## src/rtl/tmr_pkg.sv

```systemverilog
package tmr_pkg;
   // clear-source codes
   localparam logic [2:0] CLR_NONE = 3'b000;
   localparam logic [2:0] CLR_OWN  = 3'b001;
   localparam logic [2:0] CLR_SYNC = 3'b011;
   // register map
   localparam int ADR_GROUP = 0;
   localparam int ADR_RUN   = 1;
   localparam int CH_BASE   = 4;
   localparam int CH_STRIDE = 4;
   localparam int OFS_CTRL  = 0;
   localparam int OFS_CNT   = 1;
   localparam int OFS_CMP   = 2;
   localparam int SRC_W     = 3;
endpackage

```

## src/rtl/tmr_regfile.sv

```systemverilog
module tmr_regfile
   import tmr_pkg::*;
#(
   parameter int NUM_CH = 3,
   parameter int CNT_W  = 16,
   parameter int ADDR_W = 4
) (
   input  logic                               clk,
   input  logic                               rst_n,
   input  logic                               bus_wr,
   input  logic [ADDR_W-1:0]                  bus_addr,
   input  logic [CNT_W-1:0]                   bus_wdata,
   output logic [NUM_CH-1:0]                  group_mask,
   output logic [NUM_CH-1:0]                  run_mask,
   output logic [NUM_CH-1:0][SRC_W-1:0]       clr_src,
   output logic [NUM_CH-1:0][CNT_W-1:0]       cmp_val,
   output logic [NUM_CH-1:0]                  cnt_wr
);
   localparam logic [ADDR_W-1:0] A_GROUP = ADDR_W'(ADR_GROUP);
   localparam logic [ADDR_W-1:0] A_RUN   = ADDR_W'(ADR_RUN);

   always_ff @(posedge clk or negedge rst_n) begin
      if (!rst_n) begin
         group_mask <= '0;
         run_mask   <= '0;
      end else if (bus_wr) begin
         if (bus_addr == A_GROUP) group_mask <= bus_wdata[NUM_CH-1:0];
         if (bus_addr == A_RUN)   run_mask   <= bus_wdata[NUM_CH-1:0];
      end
   end

   for (genvar i = 0; i < NUM_CH; i++) begin : g_ch
      localparam logic [ADDR_W-1:0] A_CTRL = ADDR_W'(CH_BASE + CH_STRIDE*i + OFS_CTRL);
      localparam logic [ADDR_W-1:0] A_CNT  = ADDR_W'(CH_BASE + CH_STRIDE*i + OFS_CNT);
      localparam logic [ADDR_W-1:0] A_CMP  = ADDR_W'(CH_BASE + CH_STRIDE*i + OFS_CMP);

      always_ff @(posedge clk or negedge rst_n) begin
         if (!rst_n) begin
            clr_src[i] <= CLR_NONE;
            cmp_val[i] <= '0;
         end else if (bus_wr) begin
            if (bus_addr == A_CTRL) clr_src[i] <= bus_wdata[SRC_W-1:0];
            if (bus_addr == A_CMP)  cmp_val[i] <= bus_wdata;
         end
      end

      assign cnt_wr[i] = bus_wr && (bus_addr == A_CNT);
   end
endmodule

```

## src/rtl/tmr_sync_net.sv

```systemverilog
module tmr_sync_net #(
   parameter int NUM_CH = 3
) (
   input  logic [NUM_CH-1:0] group_mask,
   input  logic [NUM_CH-1:0] cnt_wr,
   input  logic [NUM_CH-1:0] own_clr,
   output logic [NUM_CH-1:0] load,
   output logic              group_clr
);
   logic group_wr;

   // a write that lands on any member presets all members
   assign group_wr  = |(cnt_wr & group_mask);
   // only members clearing on their own match start a group clear
   assign group_clr = |(own_clr & group_mask);

   for (genvar i = 0; i < NUM_CH; i++) begin : g_ld
      assign load[i] = cnt_wr[i] | (group_mask[i] & group_wr);
   end
endmodule

```

## src/rtl/tmr_channel.sv

```systemverilog
module tmr_channel
   import tmr_pkg::*;
#(
   parameter int CNT_W = 16
) (
   input  logic             clk,
   input  logic             rst_n,
   input  logic             strobe,
   input  logic             run,
   input  logic             in_group,
   input  logic [SRC_W-1:0] src,
   input  logic [CNT_W-1:0] cmp,
   input  logic             load,
   input  logic [CNT_W-1:0] load_val,
   input  logic             group_clr,
   output logic [CNT_W-1:0] cnt,
   output logic             own_clr,
   output logic             match
);
   logic step;
   logic hit;
   logic clr;

   assign step    = strobe & run;
   assign hit     = step & (cnt == cmp);
   assign own_clr = hit & (src == CLR_OWN);
   assign clr     = own_clr | (in_group & (src == CLR_SYNC) & group_clr);

   always_ff @(posedge clk or negedge rst_n) begin
      if (!rst_n) begin
         cnt   <= '0;
         match <= 1'b0;
      end else begin
         match <= hit;
         if (load)      cnt <= load_val;
         else if (clr)  cnt <= '0;
         else if (step) cnt <= cnt + 1'b1;
      end
   end
endmodule

```

## src/rtl/sync_timer_group.sv

```systemverilog
module sync_timer_group
   import tmr_pkg::*;
#(
   parameter int NUM_CH = 3,
   parameter int CNT_W  = 16,
   parameter int ADDR_W = 4
) (
   input  logic              clk,
   input  logic              rst_n,
   input  logic              bus_wr,
   input  logic [ADDR_W-1:0] bus_addr,
   input  logic [CNT_W-1:0]  bus_wdata,
   output logic [CNT_W-1:0]  bus_rdata,
   input  logic              count_strobe,
   output logic [NUM_CH-1:0] match_pulse
);
   localparam int ADDR_SPAN = CH_BASE + CH_STRIDE*NUM_CH;

   initial begin
      assert (NUM_CH >= 1 && NUM_CH <= CNT_W) else $error("NUM_CH out of range");
      assert (CNT_W >= SRC_W) else $error("CNT_W too narrow");
      assert (ADDR_SPAN <= (1 << ADDR_W)) else $error("ADDR_W too narrow");
   end

   logic [NUM_CH-1:0]             group_mask_q;
   logic [NUM_CH-1:0]             run_mask_q;
   logic [NUM_CH-1:0][SRC_W-1:0]  clr_src_q;
   logic [NUM_CH-1:0][CNT_W-1:0]  cmp_q;
   logic [NUM_CH-1:0][CNT_W-1:0]  cnt_q;
   logic [NUM_CH-1:0]             cnt_wr;
   logic [NUM_CH-1:0]             own_clr;
   logic [NUM_CH-1:0]             load;
   logic                          group_clr;

   tmr_regfile #(.NUM_CH(NUM_CH), .CNT_W(CNT_W), .ADDR_W(ADDR_W)) u_regs (
      .clk        (clk),
      .rst_n      (rst_n),
      .bus_wr     (bus_wr),
      .bus_addr   (bus_addr),
      .bus_wdata  (bus_wdata),
      .group_mask (group_mask_q),
      .run_mask   (run_mask_q),
      .clr_src    (clr_src_q),
      .cmp_val    (cmp_q),
      .cnt_wr     (cnt_wr)
   );

   tmr_sync_net #(.NUM_CH(NUM_CH)) u_net (
      .group_mask (group_mask_q),
      .cnt_wr     (cnt_wr),
      .own_clr    (own_clr),
      .load       (load),
      .group_clr  (group_clr)
   );

   for (genvar i = 0; i < NUM_CH; i++) begin : g_chan
      tmr_channel #(.CNT_W(CNT_W)) u_ch (
         .clk       (clk),
         .rst_n     (rst_n),
         .strobe    (count_strobe),
         .run       (run_mask_q[i]),
         .in_group  (group_mask_q[i]),
         .src       (clr_src_q[i]),
         .cmp       (cmp_q[i]),
         .load      (load[i]),
         .load_val  (bus_wdata),
         .group_clr (group_clr),
         .cnt       (cnt_q[i]),
         .own_clr   (own_clr[i]),
         .match     (match_pulse[i])
      );
   end

   always_comb begin
      bus_rdata = '0;
      if (bus_addr == ADDR_W'(ADR_GROUP)) bus_rdata = CNT_W'(group_mask_q);
      if (bus_addr == ADDR_W'(ADR_RUN))   bus_rdata = CNT_W'(run_mask_q);
      for (int i = 0; i < NUM_CH; i++) begin
         if (bus_addr == ADDR_W'(CH_BASE + CH_STRIDE*i + OFS_CTRL)) bus_rdata = CNT_W'(clr_src_q[i]);
         if (bus_addr == ADDR_W'(CH_BASE + CH_STRIDE*i + OFS_CNT))  bus_rdata = cnt_q[i];
         if (bus_addr == ADDR_W'(CH_BASE + CH_STRIDE*i + OFS_CMP))  bus_rdata = cmp_q[i];
      end
   end
endmodule

```

## config.mk

```make
export PLATFORM = sky130hd
export DESIGN_NAME = sync_timer_group
export DESIGN_NICKNAME = d
export VERILOG_FILES = /design/src/rtl/tmr_pkg.sv /design/src/rtl/tmr_regfile.sv /design/src/rtl/tmr_sync_net.sv /design/src/rtl/tmr_channel.sv /design/src/rtl/sync_timer_group.sv
export SDC_FILE = /design/constraint.sdc
export NUM_CORES = 1
export LEC_CHECK = 0
export BUFFER_PORTS_ARGS = -buffer_cell sky130_fd_sc_hd__buf_2
export CORE_MARGIN = 2
export CORE_UTILIZATION = 30
export DETAILED_ROUTE_END_ITERATION = 7
export GPL_TIMING_DRIVEN = 0
export PLACE_DENSITY = 0.48
export SKIP_CTS_REPAIR_TIMING = 1
export SYNTH_ARGS = -nofsm -noshare
export SYNTH_HDL_FRONTEND = slang
export SYNTH_SLANG_ARGS = --single-unit
```

## constraint.sdc

```tcl
create_clock -name clk -period 2 [get_ports clk]
set_input_delay 0.3 -clock clk [delete_from_list [all_inputs] [get_ports clk]]
set_output_delay 0.3 -clock clk [all_outputs]
set_load 0.05 [all_outputs]
```

==> impl_results.md <==
- Buffers on Ports: 35
- Mux contribution to synthesized area: under 10%
- Commonest non-fill, non-tap cell in the layout: dfrtp_1
- Filler cells: 2355
- R2R cell count: 9
- Core area: 24460 sq um
- Sw frac: 34.23%
- Worst min path class: primary input to flop
- Via density per instance: between 5 and 6
- Sequential area share after synthesis: 38.02%
- Synth cell types: 72
- Most frequent cells in the layout: dfrtp_1, nand2_1, buf_4, mux2_2, buf_6
- Layout area overhead: 41.02%
- Status: finished with violations
- Std-Cell Rows: 57
- Share of async-settable or async-resettable flops after synthesis: 100.0%
- Combinational power share: 31.4%
- Die height: approximately 160 um
- Internal power: 0.006672 W
- MaxCap Viol Count: 0
- Post-Route Utilization: 43.26%
- Initial drt markers: 787
- Critical Path RT: 2.33 ns
- Pre-antenna DRT Iters: 6
- Synth Flop Type: dfrtp_1
- Leakage power: 4.350 nW
- Synth Area in Adders: 0.5003%
- Via count: between 7000 and 8000
- Average size of a mapped cell: between 9 and 10 sq um
- Fmax: 423.8 MHz
- TritonCTS buffer count: 17
- YS warnings: 0
- Seq pwr share: 33.3%
- Number of global-route vias before repair: roughly 6800
- Area leader, netlist: dfrtp_1
- Clock Sinks: 114
- Mapped Area: ~7500 sq um
- Syn Inst Count: 800
- Initial antenna violation count: 0
- Placer Congestion: 0.8373
- Total track usage: 21.09%
- Final WL: around 29000 um
- Worst hold slack: 0.1275 ns
- Switching pwr: 0.003473 W
- Final WS setup: -0.3598 ns
- PwrDens: 958.8 nW/um^2
- Final Hold Fails: 0
- Crit path kind: flop to flop
- Post-Synth Simple-Gate Area: between 20% and 30%
- Yosys top cell area share: 38.02%
- Synth Register Bits: 114
- Worst IR Drop VDD: 612.3 uV
- Full die area: 26290 sq um
- Latest clock arrival within the worst-skew pair: 0.42 ns
- Post-synth EDFFs: 0
- Worst Path Arrival: 2.69 ns
- Setup tns final: -15.72 ns
- CP Capture Type: flop
- CP max FO: 7
- CTS H-tree lvls: 4
- Global-route wire length before repair: 42030 um
- Initial core utilization: 30.67%
- Clock-pin slew on the worst setup and hold paths: 0.06 ns
- CP max-delay cell: dfrtp_2
- Compound-cell area share of the yosys netlist: 19.91%
- Antenna Cells: 0
- Residual DRC: 0
- HPWL Detailed: 20580 um
- Critical-path cell list: xor2_4, nor4_4, nand2_1, or3_4, a21oi_4, buf_6, buf_6, nor4_4, a211oi_2
- Crit path time final: 2.360 ns
- Root Buffer: clkbuf_16
- Final Setup Violations: 60
- Unrepaired setup endpoints after global routing: true
- TritonCTS clock tree: built
- Place WS: -0.8388 ns
- Final Max Slew Viols: 0
- Slew HR: 47.22%
- Top cells by area, synth: dfrtp_1, mux2_2, xor2_1
- Pin count of the biggest net entering global routing: 92
- Max Root-Sink Buffers: 2
- Die X: 162.2 um
- Nets: 953
- Post-synth net total: about 830
- Xor/xnor cell area share of the yosys netlist: between 6 and 7%
- Worst hold stages: 2
- Worst-Margin Slew: 0.7917 ns
- Worst setup SP type: flop
- Share of layout cells above drive strength 1: 41.53%
- Failing checks: negative setup slack
- Largest family of logic cells by synthesized area: simple AND/OR/NAND/NOR gates
- Part of the cycle the worst path needs: 118.0%
- Clk_skew: slightly below 0.01 ns
- Crit-path max cell delay: 0.45 ns
- Grt ovf: 0
- Clock power frac: 35.4%
- WL/cell: 22.62 um
- # IOs: 43
- Post-route ant nets: 0
worst max-delay path: cells and delay by family, from the launching register on:
family / cells / cell delay [ns]
flops: 1 / 0.45
buf+inv: 2 / 0.30
xor+xnor: 1 / 0.21
compound gates: 2 / 0.44
simple gates: 4 / 0.86
cells by family (layout without fill, tap and decap cells):
logic type | count (synthesis) | count (layout)
and+or+nand+nor | 292 | 293
AOI/OAI and AO/OA | 194 | 194
DFF | 114 | 114
buffers and inverters | 77 | 215
muxes | 67 | 67
xor gates and xnor gates | 53 | 53
adders and majority gates | 3 | 3
sequential cells by signal (all words and copies together), names as in the netlist:
name / cells
u_regs.run_mask: 3
u_regs.group_mask: 3
g_chan.u_ch.cnt: 48
g_chan.u_ch.match: 3
u_regs.clr_src: 9
u_regs.cmp_val: 48
synthesized netlist by cell type (6+ instances only):
| cell | count |
|---|---|
| xnor2_1 | 7 |
| a21oi_1 | 33 |
| and3_1 | 15 |
| nor2b_1 | 12 |
| xor2_1 | 46 |
| a222oi_1 | 13 |
| or4_1 | 10 |
| buf_2 | 23 |
| mux2_2 | 62 |
| a211oi_1 | 7 |
| clkbuf_1 | 34 |
| nor3_1 | 19 |
| a22oi_1 | 23 |
| nand2_1 | 78 |
| a211oi_2 | 6 |
| nand2b_1 | 6 |
| dfrtp_1 | 114 |
| o21ai_0 | 14 |
| nor4_1 | 27 |
| nand4_1 | 8 |
| inv_1 | 7 |
| a22o_1 | 9 |
| nand3_1 | 37 |
| a31oi_1 | 17 |
| a221oi_1 | 10 |
| a32o_1 | 7 |
| a32oi_1 | 10 |
| nor2_1 | 51 |
| o21a_1 | 8 |
cell type report:
type	instances	area [sq um]	share of cell area (%)
Clock buffer	19	452.9	4.280
Multi-Input combinational cell	610	5145	48.62
Tap cell	324	405.4	3.831
Timing Repair Buffer	109	922.1	8.715
Clock inverter	13	230.2	2.176
Sequential cell	114	2892	27.33
Buffer	67	508.0	4.801
Inverter	7	26.28	0.2483
stage by stage:
step / area [sq um] / std cells / power, W
2_1_floorplan: 7779 / 800 / 0.004875
3_3_place_gp: 8359 / 1159 / 0.005674
3_5_place_dp: 8393 / 1160 / 0.005702
4_1_cts: 9076 / 1192 / 0.009304
5_1_grt: 10580 / 1263 / 0.01056
6_report: 10580 / 1263 / 0.01015
path summary, 6_finish.rpt:
check                                   endpoint          startpoint  slack, ns
max                        g_chan[0].u_ch.cnt[8]  u_regs.cmp_val[18]      -0.36
min reg2reg                    u_regs.clr_src[2]   u_regs.clr_src[2]       0.54
max reg2reg                g_chan[0].u_ch.cnt[8]  u_regs.cmp_val[18]      -0.36
min                         u_regs.group_mask[0]        bus_wdata[0]       0.13
min in group asynchronous      u_regs.clr_src[3]               rst_n       0.31
max in group asynchronous  g_chan[2].u_ch.cnt[8]               rst_n       0.90
routing by layer:
metal / up-vias / track usage [%] / part of all wire, %
met5: - / 0 / 0
met4: 0 / 6.074 / 2.1
met3: 36 / 3.013 / 3.4
met2: 195 / 34.78 / 49
met1: 3570 / 28.84 / 46
li1: 3279 / - / -
power by group through the flow:
stage | combinational (W) | clock (W) | sequential, W
detailed placement | 0.00236 | 0 | 0.00334
global route | 0.00339 | 0.00373 | 0.00344
finish | 0.00318 | 0.00359 | 0.00337
floorplan | 0.00172 | 0 | 0.00315
CTS | 0.00236 | 0.00363 | 0.00331
global placement | 0.00233 | 0 | 0.00334
Power figures use the tool's default switching activity.
